--- src/rtl/zbus_pkg.sv ---
package zbus_pkg;

  typedef enum logic [2:0] {
    PH_IDLE = 3'd0,
    PH_T1   = 3'd1,
    PH_T2   = 3'd2,
    PH_TW   = 3'd3,
    PH_T3   = 3'd4
  } phase_e;

  typedef struct packed {
    logic cs_n;
    logic rd_n;
    logic wr_n;
    logic mreq_n;
    logic iorq_n;
    logic oe;
  } bus_ctl_t;

  localparam bus_ctl_t CTL_IDLE = '{cs_n: 1'b1, rd_n: 1'b1, wr_n: 1'b1,
                                    mreq_n: 1'b1, iorq_n: 1'b1, oe: 1'b0};

  // Number of clocks in one phase: a setting of zero behaves as one.
  function automatic logic [3:0] eff_len(input logic [3:0] cfg);
    return (cfg == 4'd0) ? 4'd1 : cfg;
  endfunction

  // Pin levels for a given phase.
  function automatic bus_ctl_t ctl_for(input phase_e ph, input logic wr,
                                       input logic io);
    bus_ctl_t c;
    c = CTL_IDLE;
    if (ph != PH_IDLE) begin
      c.cs_n = 1'b0;
      c.oe   = wr;
    end
    if (ph == PH_T2 || ph == PH_TW || ph == PH_T3) begin
      c.rd_n   = wr;
      c.wr_n   = ~wr;
      c.mreq_n = io;
      c.iorq_n = ~io;
    end
    return c;
  endfunction

endpackage

--- src/rtl/zbus_phase_timer.sv ---
module zbus_phase_timer #(
  parameter int LEN_W = 4
) (
  input  logic             clk,
  input  logic             rst_n,
  input  logic             hold,
  input  logic [LEN_W-1:0] len,
  output logic             last
);

  logic [LEN_W-1:0] cnt_q;

  assign last = (cnt_q == len - 1'b1);

  always_ff @(posedge clk or negedge rst_n) begin
    if (!rst_n)     cnt_q <= '0;
    else if (!hold) cnt_q <= '0;
    else if (!last) cnt_q <= cnt_q + 1'b1;
  end

  // Counter never runs past the programmed phase length.
  assert_cnt_in_range_R5: assert property (@(posedge clk) disable iff (!rst_n)
    cnt_q < len);

endmodule

--- src/rtl/zbus_seq.sv ---
module zbus_seq
  import zbus_pkg::*;
(
  input  logic   clk,
  input  logic   rst_n,
  input  logic   req_valid,
  input  logic   wait_ok,
  input  logic   last,
  output phase_e phase_q,
  output phase_e phase_d,
  output logic   accept,
  output logic   capture
);

  assign accept  = (phase_q == PH_IDLE) && req_valid;
  assign capture = (phase_q == PH_T3) && last;

  always_comb begin
    phase_d = phase_q;
    unique case (phase_q)
      PH_IDLE: if (req_valid) phase_d = PH_T1;
      PH_T1:   if (last) phase_d = PH_T2;
      PH_T2:   if (last) phase_d = wait_ok ? PH_T3 : PH_TW;
      PH_TW:   if (wait_ok) phase_d = PH_T3;
      PH_T3:   if (last) phase_d = PH_IDLE;
      default: phase_d = PH_IDLE;
    endcase
  end

  always_ff @(posedge clk or negedge rst_n) begin
    if (!rst_n) phase_q <= PH_IDLE;
    else        phase_q <= phase_d;
  end

  assert_wait_entry_R6: assert property (@(posedge clk) disable iff (!rst_n)
    (phase_q == PH_T2 && last && !wait_ok) |=> (phase_q == PH_TW));
  assert_wait_hold_R6: assert property (@(posedge clk) disable iff (!rst_n)
    (phase_q == PH_TW && !wait_ok) |=> (phase_q == PH_TW));
  assert_wait_exit_R6: assert property (@(posedge clk) disable iff (!rst_n)
    (phase_q == PH_TW && wait_ok) |=> (phase_q == PH_T3));
  assert_busy_ignores_req_R11: assert property (@(posedge clk) disable iff (!rst_n)
    (phase_q != PH_IDLE && phase_q != PH_T3) |=> (phase_q != PH_T1 || $past(phase_q) == PH_T1));

endmodule

--- src/rtl/zbus_pin_regs.sv ---
module zbus_pin_regs
  import zbus_pkg::*;
(
  input  logic     clk,
  input  logic     rst_n,
  input  phase_e   phase_d,
  input  logic     wr,
  input  logic     io,
  output bus_ctl_t ctl_q
);

  always_ff @(posedge clk or negedge rst_n) begin
    if (!rst_n) ctl_q <= CTL_IDLE;
    else        ctl_q <= ctl_for(phase_d, wr, io);
  end

  assert_strobe_excl_R3: assert property (@(posedge clk) disable iff (!rst_n)
    !(ctl_q.rd_n == 1'b0 && ctl_q.wr_n == 1'b0));
  assert_space_excl_R4: assert property (@(posedge clk) disable iff (!rst_n)
    !(ctl_q.mreq_n == 1'b0 && ctl_q.iorq_n == 1'b0));
  assert_strobe_needs_cs_R2: assert property (@(posedge clk) disable iff (!rst_n)
    (!ctl_q.rd_n || !ctl_q.wr_n || ctl_q.oe) |-> !ctl_q.cs_n);

endmodule

--- src/rtl/zbus_cycle_ctrl.sv ---
module zbus_cycle_ctrl
  import zbus_pkg::*;
#(
  parameter int AW = 16,
  parameter int DW = 8
) (
  input  logic          clk,
  input  logic          rst_n,
  input  logic          req_valid,
  input  logic          req_write,
  input  logic          req_io,
  input  logic [AW-1:0] req_addr,
  input  logic [DW-1:0] req_wdata,
  input  logic [3:0]    cfg_clks,
  output logic [DW-1:0] rsp_rdata,
  output logic          rsp_done,
  output logic [AW-1:0] ext_addr,
  output logic [DW-1:0] ext_data_out,
  output logic          ext_data_oe,
  input  logic [DW-1:0] ext_data_in,
  output logic          ext_cs_n,
  output logic          ext_rd_n,
  output logic          ext_wr_n,
  output logic          ext_mreq_n,
  output logic          ext_iorq_n,
  input  logic          ext_wait_n
);

  localparam int LEN_W = 4;

  phase_e          phase_q, phase_d;
  logic            accept, capture, last, hold;
  logic            wait_q;
  logic            wr_q, io_q, cur_wr, cur_io;
  logic [AW-1:0]   addr_q;
  logic [DW-1:0]   wdata_q, rdata_q;
  logic [LEN_W-1:0] len_q;
  logic            done_q;
  bus_ctl_t        ctl_q;

  assign hold   = (phase_d == phase_q);
  assign cur_wr = accept ? req_write : wr_q;
  assign cur_io = accept ? req_io    : io_q;

  zbus_seq u_seq (
    .clk       (clk),
    .rst_n     (rst_n),
    .req_valid (req_valid),
    .wait_ok   (wait_q),
    .last      (last),
    .phase_q   (phase_q),
    .phase_d   (phase_d),
    .accept    (accept),
    .capture   (capture)
  );

  zbus_phase_timer #(.LEN_W(LEN_W)) u_timer (
    .clk   (clk),
    .rst_n (rst_n),
    .hold  (hold),
    .len   (len_q),
    .last  (last)
  );

  zbus_pin_regs u_pins (
    .clk     (clk),
    .rst_n   (rst_n),
    .phase_d (phase_d),
    .wr      (cur_wr),
    .io      (cur_io),
    .ctl_q   (ctl_q)
  );

  // Request fields are latched once, at acceptance.
  always_ff @(posedge clk or negedge rst_n) begin
    if (!rst_n) begin
      wr_q    <= 1'b0;
      io_q    <= 1'b0;
      addr_q  <= '0;
      wdata_q <= '0;
      len_q   <= 4'd1;
    end else if (accept) begin
      wr_q    <= req_write;
      io_q    <= req_io;
      addr_q  <= req_addr;
      wdata_q <= req_wdata;
      len_q   <= eff_len(cfg_clks);
    end
  end

  // Wait input register, read data capture and done pulse.
  always_ff @(posedge clk or negedge rst_n) begin
    if (!rst_n) begin
      wait_q  <= 1'b1;
      rdata_q <= '0;
      done_q  <= 1'b0;
    end else begin
      wait_q <= ext_wait_n;
      done_q <= capture;
      if (capture && !wr_q) rdata_q <= ext_data_in;
    end
  end

  assign rsp_rdata    = rdata_q;
  assign rsp_done     = done_q;
  assign ext_addr     = addr_q;
  assign ext_data_out = wdata_q;
  assign ext_data_oe  = ctl_q.oe;
  assign ext_cs_n     = ctl_q.cs_n;
  assign ext_rd_n     = ctl_q.rd_n;
  assign ext_wr_n     = ctl_q.wr_n;
  assign ext_mreq_n   = ctl_q.mreq_n;
  assign ext_iorq_n   = ctl_q.iorq_n;

  assert_t3_frozen_R7: assert property (@(posedge clk) disable iff (!rst_n)
    (phase_q == PH_T3) |-> $stable({ext_cs_n, ext_rd_n, ext_wr_n, ext_mreq_n, ext_iorq_n, ext_data_oe}));
  assert_done_single_R10: assert property (@(posedge clk) disable iff (!rst_n)
    rsp_done |=> !rsp_done);
  assert_done_bus_idle_R10: assert property (@(posedge clk) disable iff (!rst_n)
    rsp_done |-> (ext_cs_n && ext_rd_n && ext_wr_n && ext_mreq_n && ext_iorq_n));
  assert_addr_held_R11: assert property (@(posedge clk) disable iff (!rst_n)
    (!ext_cs_n && !$past(ext_cs_n)) |-> $stable(ext_addr));

endmodule

--- config.mk ---
export PLATFORM = sky130hd
export DESIGN_NAME = zbus_cycle_ctrl
export DESIGN_NICKNAME = d
export VERILOG_FILES = /design/src/rtl/zbus_pkg.sv /design/src/rtl/zbus_phase_timer.sv /design/src/rtl/zbus_seq.sv /design/src/rtl/zbus_pin_regs.sv /design/src/rtl/zbus_cycle_ctrl.sv
export SDC_FILE = /design/constraint.sdc
export NUM_CORES = 1
export LEC_CHECK = 0
export BUFFER_PORTS_ARGS = -buffer_cell sky130_fd_sc_hd__buf_4
export CAP_MARGIN = 25
export CORE_UTILIZATION = 49
export DETAILED_ROUTE_END_ITERATION = 7
export MAX_ROUTING_LAYER = met4
export PLACE_DENSITY = 0.75
export REMOVE_ABC_BUFFERS = 1
export SLEW_MARGIN = 10
export SYNTH_ARGS = -nofsm -noshare
export SYNTH_HDL_FRONTEND = slang
export SYNTH_HIERARCHICAL = 1
export SYNTH_SLANG_ARGS = --single-unit
--- constraint.sdc ---
create_clock -name clk -period 4.35 [get_ports clk]
set_input_delay 0.87 -clock clk [delete_from_list [all_inputs] [get_ports clk]]
set_output_delay 0.87 -clock clk [all_outputs]
set_load 0.03 [all_outputs]
==> impl_summary.md, run 1 <==
Status
The flow ran to the end, and the final reports show no timing, DRC or antenna violations.

Timing
Setup repair after global routing left no endpoint under its margin. The relative max-transition margin is 54.5%. Of the available clock period, the critical path in the final layout requires 82.5%. At the pin with the least slew margin, the transition time is 0.678 ns.

The setup TNS is 0 ns. Across the routed clock network, the largest skew measured is 0.00768 ns. The final number of hold-violating endpoints came to 0. The count of final max-slew check failures is 0. The worst hold margin is 0.515 ns. Setup violations remaining at the end of the flow were counted as 0. Counting I/O delays and the setup requirement, the final critical path takes 3.59 ns. Static timing analysis puts the maximum clock frequency at 0.279 GHz.

Floorplan
The die footprint is 4850 sq um. In this run the count of I/O pins placed on the die edge is 81. The core region is 4380 sq um.

The starting density of the core is 51.1%. From left edge to right edge, the die measures 69.6 um. The die extent in y is 69.6 um. The number of standard-cell rows in the floorplan is 24.

Clock tree
The H-tree generated during clock tree synthesis spans 2 levels. The number of resized instances in the post-cts repair step is 0. The clock net in this run drives a total of 53 sinks. The post-CTS clock slew at the launch and capture registers of the worst setup and hold paths is 0.09 ns. Buffers inserted to repair hold after CTS numbered 0.

At the later pin of the worst-skew pair, clock insertion delay measures 0.30 ns. The clock passes through at most 2 buffers. The clock buffer count from CTS is 5. The cell chosen for the clock root is clkbuf_8.

The number of buffers inserted by post-CTS setup repair is 0. The CTS tree is yes.

Placement
At the end of routability-driven placement, the weighted congestion stood at 0.743. The count of input and output buffers is 80. The wire-length estimate of the detail-placed layout is 2940 um.

Synth
Synthesis produced 156 cells. Yosys printed 6 warnings. The number of synthesized flops with an enable pin is 0. The count of distinct cell types in the synthesized netlist is 32. The synthesized netlist devotes 3.52% of its cell area to XOR and XNOR gates. Sorting the synthesized cells by how often they occur yields 46 x dfrtp_1, 29 x mux2_2, 8 x mux2_4, 7 x dfstp_2. The number of flip-flops and latches in the synthesized netlist is 53. The area fraction in and, or, nand and nor cells after synthesis is 8.26%. The most frequently used flop master after synthesis is dfrtp_1. Yosys instantiated no cell more often than dfrtp_1.

The netlist area before placement is 2240 sq um. The cell taking the most area after synthesis is dfrtp_1. By area the synthesized netlist is led by dfrtp_1 51%, mux2_2 15%, dfstp_2 8.2%. The top cell type by area accounts for 51.4% of the synthesized area. The compound-gate portion of the synthesized area is 3.91%. In the synthesized netlist the async set-or-reset flop fraction comes to 100%. The proportion of synthesized chip area in sequential cells is 59.6%. The post-synthesis share of cell area spent on full adders, half adders and majority gates is 1.12%. The dominant combinational cell family by area after synthesis is multiplexers. Multiplexer cells account for 21.3% of the synthesized area.

The mean cell area of the mapped netlist is 14.4 sq um.

Power
Across the VDD grid, the largest voltage drop is 0.376 mV. In this run the static leakage power is 0.00143 uW. Dividing total power by cell area gives a power density of 751 nW/um^2.

Global route
The global-route wire length before repair is 6800 um. The maximum number of pins on one net before global-route repair is 54. The total congestion overflow after global routing is 0.

The number of global-route vias before repair came to 1529. The number of antenna violations at the first check in global routing is 0. The total routing resource utilization after global routing is 18.3%.

Worst setup path
The capturing element type of the critical path is a flip-flop. STA puts the critical path data arrival time at 3.81 ns. The critical path required time is 4.57 ns. The slowest stage of the critical path belongs to the cell nor3_1. The worst setup path is of the flip-flop to flip-flop kind. The largest fanout on the critical path is 8. Walking the worst path, the cells encountered are inv_1, ha_1, xnor2_1, or2_1, nor3_2, o21ai_0, o21ai_0, xor2_1, nor3_1, nand2_1, mux2i_1. In this design, the stage delay of the slowest critical-path cell is 0.59 ns. The worst setup path is launched from a flip-flop.

The most numerous cell on the critical path is o21ai_0.

Cells and area
The total number of nets in the final design is 285. The post-route netlist has 57.0% of its cells at a drive strength greater than 1. The number of antenna diodes in the final layout is 0. The relative area change from synthesis to final layout is 33.4%.

Route
In this run, the number of DRC markers left after iteration 0 of detailed routing was 111. The ratio of routed vias to standard cells is 5.12. The detailed-route via count is 1506. Once detail routing completed, the nets flagged for antenna violations numbered 0. For this run, design rule violations remaining after detail routing come to 0. For this block, the routed nets add up to 4130 um of wire. Dividing the detail-routed wire length by the instance count gives 14.0 um. The detailed-routing iteration count for the pre-antenna-repair pass is 4.

Job
The total of max-cap violations is 0.

Hold path
The tightest min-delay check is of the flip-flop to flip-flop type.
## metal layers
layer  vias up  track usage [%]  share of wire, %
met1       735             23.8                46
met5         -                -                 0
met2        53             28.4                48
met4         0             5.33              0.56
li1        716                -                 -
met3         2             5.09               6.2
## cell families after synthesis
family	after synthesis
compound gates	14
xor+xnor	9
fa+ha+maj	2
buf+inv	9
flops	53
mux	40
simple gates	29
## final cells by class
class	count	area (sq um)
Timing Repair Buffer	82	616
Fill cell	340	1390
Clock buffer	6	82.6
Tap cell	52	65.1
Inverter	5	18.8
Multi-Input combinational cell	94	860
Sequential cell	53	1340
Clock inverter	2	13.8
## critical path: cells and delay by family (launching register included)
kind,cells,cell delay (ns)
AO/OA/AOI/OAI,2,0.74
XOR/XNOR,2,0.28
adder cells (fa/ha/maj),1,0.29
buffers and inverters,1,0.05
flip-flops,1,0.57
multiplexers,1,0.15
AND/OR/NAND/NOR,4,1.43
## where the power goes
group | leakage (uW) | switching (uW) | internal (uW)
combinational | 0.000731 | 628 | 498
clock | 0.0000512 | 152 | 129
sequential | 0.000646 | 128 | 710
total | 0.00143 | 908 | 1340
## flip-flops by register name, indices dropped and copies added, names as in the netlist
| signal | cells |
|---|---|
| ext_addr | 16 |
| ext_data_out | 8 |
| rsp_rdata | 8 |
| u_pins/ctl_q | 6 |
| len_q | 4 |
| u_timer/cnt_q | 4 |
| u_seq/phase_q | 3 |
| io_q | 1 |
| rsp_done | 1 |
| wait_q | 1 |
| wr_q | 1 |
## final timing paths
| kind | start | to | slack, ns | cells after the start |
|---|---|---|---|---|
| setup / recovery | len_q[0] | u_timer/cnt_q[1] | 0.76 | 11 |
| setup reg to reg | len_q[0] | u_timer/cnt_q[1] | 0.76 | 11 |
| min in group asynchronous | rst_n | len_q[2] | 0.59 | 1 |
| hold reg to reg | ext_addr[15] | ext_addr[15] | 0.51 | 1 |
| hold / removal | ext_addr[15] | ext_addr[15] | 0.51 | 1 |
| max in group asynchronous | rst_n | ext_addr[10] | 3.33 | 1 |
## cell usage in the layout, fill, tap and decap left out, drive strengths merged, types with 3 or more instances in the layout
cell	count
xnor2	6
mux2	37
inv	5
nand2	6
nand2b	3
dfrtp	46
clkbuf	6
nor2b	3
mux2i	3
dfstp	7
xor2	3
buf	82
nor3	5
o21ai	5
## stage by stage
| step | utilization [%] | instance area (sq um) | setup slack [ns] | std cells | total power [uW] |
|---|---|---|---|---|---|
| floorplan | - | 2210 | -0.449 | 152 | 1600 |
| global placement | 66.0 | 2890 | 1.02 | 286 | 1960 |
| detailed placement | 66.0 | 2890 | 0.770 | 286 | 1980 |
| CTS | 68.2 | 2990 | 0.741 | 294 | 2270 |
| global route | 68.2 | 2990 | 0.415 | 294 | 2370 |
| finish | 68.2 | 2990 | 0.762 | 294 | 2250 |
Power figures use the tool's default switching activity.
==> run 2: changes to the inputs <==
ABC_AREA = 1   (was unset)
CORE_UTILIZATION = 45   (was 49)
PLACE_DENSITY = 0.72   (was 0.75)
clock period = 3.15 ns   (was 4.35 ns; I/O delays follow)
==> run 2 against run 1 <==
  * Cell count rose by 47%
  * Power up 45%
  * Sequential power increased by 34%
  * Clock power increased by 60%
  * Fmax is 28% higher
  * First-iteration DRC count is 1.8% lower
  * Global-route usage grew 0.76 points
  * Core utilization shrank 4.1 points
  * Hold slack got worse by 0.16 ns
  * Register-to-register slack got worse by 0.41 ns
  * Largest cell class unchanged
==> impl_summary.md, run 2 <==
Floorplan
The die span in x is 74.4 um. The core box area is 4880 sq um. The starting density of the core is 48.3%. Measured along the y axis, the die boundary spans 74.4 um. The number of I/O pins is 81. The floorplan has 25 rows. The die covers 5530 sq um.

Worst setup path
The capturing element type of the critical path is a flip-flop. Across all register-to-register paths, the minimum setup slack is 0.35 ns. At the worst endpoint, the arrival time is 3.03 ns. The critical path is of the flip-flop to flip-flop type.

The endpoint identified for the worst register-to-register timing path is u_timer/cnt_q[2]. The number of cells on the worst reg-to-reg path is 20. STA puts the critical path data required time at 3.38 ns.

STA classifies the critical path startpoint as a flip-flop. Of all nets on the critical path, the largest fanout is 7. The startpoint of the lowest-slack register-to-register path is len_q[0].

Placement
Buffers placed on the I/O ports in this run total 80. The number of placed instances, taps included, is 423. The global placement routability congestion is 0.887. Before CTS, the worst setup slack after placement is 0.382 ns. After legalization and detailed placement, the total HPWL measured 3600 um.

Route
The routed design uses 2490 um of met2 wire. The ratio of routed vias to standard cells is 4.67. The total met3 wirelength after detailed routing is 248 um. Dividing the detail-routed wire length by the instance count gives 11.4 um. The count of antenna-violating nets left after detailed routing is 0. The detailed-routing iteration count for the pre-antenna-repair pass is 4. The number of DRC violations after detailed routing is 0.

The routed design has 4910 um of wire. The detailed-routing wirelength on met1 is 2150 um. The detailed router used layers up to and including met4. After the first detailed-routing iteration, the DRC count stood at 109.

The detailed-route via count is 2011.

Global route
The number of antenna violations at the first check in global routing is 0. Summed over all layers, the global routing overflow is 0. The first global-routing pass estimated 7900 um of wire. Across every metal layer, demand over resource in global routing totals 19.1%. The maximum number of pins on one net before global-route repair is 54. The number of global-route vias before repair was 1841.

Clock tree
After clock tree synthesis, the setup repair step added 0 buffers. Gates resized during post-CTS repair numbered 0. The worst-skew pair later-pin latency is 0.30 ns. The number of buffers on the longest clock path is 2. TritonCTS built the clock tree.

The clock net sink count is 53. In this run, CTS created clock tree buffers numbering 5. The number of hold buffers added after CTS was 0. Clock-pin slew was measured on the worst setup and hold paths at 0.09 ns. The cell chosen for the clock root is clkbuf_8.

The total number of H-tree levels is 2.

Power
The power per cell area is 1040 nW/um^2. The completed layout was analyzed and its total power is 3250 uW. The maximum VDD drop is 0.518 mV. The cell leakage power is 0.00170 uW.

Synth
The number of flip-flops and latches in the synthesized netlist is 53. In the synthesized netlist, the cells that appear most often are 129 x nand2_1, 46 x dfrtp_1, 20 x inv_1, 20 x nand3_1, 14 x nor2_1. The mapped netlist covers 2360 sq um. The average instance in the mapped netlist occupies 8.42 sq um. The proportion of synthesized chip area in sequential cells is 56.6%. Of all flip-flops after synthesis, the portion carrying an async set or reset was 100%. The synthesized design devotes to its leading area cell type 48.8% of total area. The synthesized design contains 0 enable-type register cells.

The cell taking the most area after synthesis is dfrtp_1. The total number of yosys warnings is 6. Among all flip-flop cells after synthesis, the most frequent one is dfrtp_1. The cell with the most instances after synthesis is nand2_1. By area the synthesized netlist is led by dfrtp_1 49%, nand2_1 21%, dfstp_2 7.8%. The cell count after synthesis came out at 280. The number of different library cells used by synthesis comes to 26.

Cells and area
The number of antenna repair diodes is 0. The final cell count without fillers is 431. The count of fill cells added during filler insertion is 463.

The register with the most flip-flops in the layout has 16 of them. Cells with a size suffix above 1 make up 31.3% of the layout. The area growth from synthesis to layout is 32.7%. The library cell used most frequently in the layout, excluding fill and tap cells, is nand2_1.

The sequential cell area is 1340 sq um. The total number of nets in the final design is 407. Summing all multi-input logic gate instances after layout gives 873 sq um. In the layout the commonest cells are 129 x nand2_1, 83 x buf_4, 46 x dfrtp_1.

Timing
Setup violations remaining at the end of the flow were counted as 0. The actual slew at the worst max-slew pin is 0.645 ns. The worst clock skew is 0.00873 ns. The count of final max-slew check failures is 0. Setup repair after global routing left no endpoint under its margin. Measured against its own limit, the worst slew margin works out to 57.0%. The highest achievable clock rate is 0.358 GHz. The final number of hold-violating endpoints was 0. After layout, the minimum clock period comes to 2.80 ns.

The worst path uses 88.8% of the clock period. The setup slack after layout is 0.353 ns. The setup TNS is 0 ns.

Status
The run finished with clean final reports.

Job
The total of max-cap violations is 0.

Hold path
The worst hold path belongs to the class input pin to async pin.
## run 2: how the worst max path moves through the flow
stage	start	end	slack [ns]	cells past startpoint
after global routing	len_q[0]	u_timer/cnt_q[2]	0.02	20
after detailed placement	len_q[0]	u_timer/cnt_q[3]	0.38	20
after CTS	len_q[0]	u_timer/cnt_q[3]	0.34	20
after global placement	len_q[0]	u_timer/cnt_q[3]	0.46	20
after floorplan	len_q[0]	u_timer/cnt_q[3]	0.39	20
final	len_q[0]	u_timer/cnt_q[2]	0.35	20
## run 2: area by class of cell
| type | count | share of cell area (%) |
|---|---|---|
| sequential | 53 | 42.7 |
| multi-input combinational | 193 | 27.9 |
| timing repair buffer | 83 | 19.9 |
| inverter | 27 | 3.24 |
| tap | 67 | 2.68 |
| clock buffer | 6 | 2.32 |
| clock inverter | 2 | 1.24 |
## run 2: logic make-up (layout without fill, tap and decap cells)
group / count (synthesis) / in the layout / synth area share [%]
and+or+nand+nor: 178 / 178 / 32.2
DFF: 53 / 53 / 56.6
buffers and inverters: 34 / 118 / 6.32
xor gates and xnor gates: 5 / 5 / 1.86
AOI/OAI and AO/OA: 8 / 8 / 1.96
adders and majority gates: 2 / 2 / 1.06
## run 2: worst max-delay path, cell delays in order (launching register included)
cell,delay [ns]
dfstp_2,0.55
inv_1,0.05
ha_1,0.30
nand2_1,0.06
inv_1,0.04
nor2_1,0.08
nand2_1,0.09
nor2_4,0.19
and2_2,0.23
nand2_1,0.08
o21ai_0,0.07
nand2_1,0.07
nand3_1,0.17
xnor2_1,0.14
nand2_1,0.06
nor2_1,0.10
buf_4,0.16
inv_1,0.07
nor2_1,0.11
nand2_1,0.06
nand2_1,0.05
## run 2: report_power, final
| part | switching (uW) | internal [uW] | total [uW] |
|---|---|---|---|
| clock | 211 | 239 | 450 |
| combinational | 1090 | 587 | 1680 |
| sequential | 161 | 962 | 1120 |
| total | 1460 | 1790 | 3250 |
## run 2: per-layer routing
| metal | GRT usage [%] | up-vias |
|---|---|---|
| met5 | - | - |
| met4 | 5.66 | 0 |
| met3 | 3.52 | 2 |
| met2 | 31.5 | 59 |
| met1 | 23.8 | 930 |
| li1 | - | 1020 |
## run 2: stage by stage
step	instance area (sq um)	hold slack, ns	util [%]
after floorplan	2310	0.334	-
after global placement	3020	0.456	61.8
after detailed placement	3020	0.460	61.8
after CTS	3130	0.384	64.1
after global routing	3130	0.406	64.1
final	3130	0.357	64.1
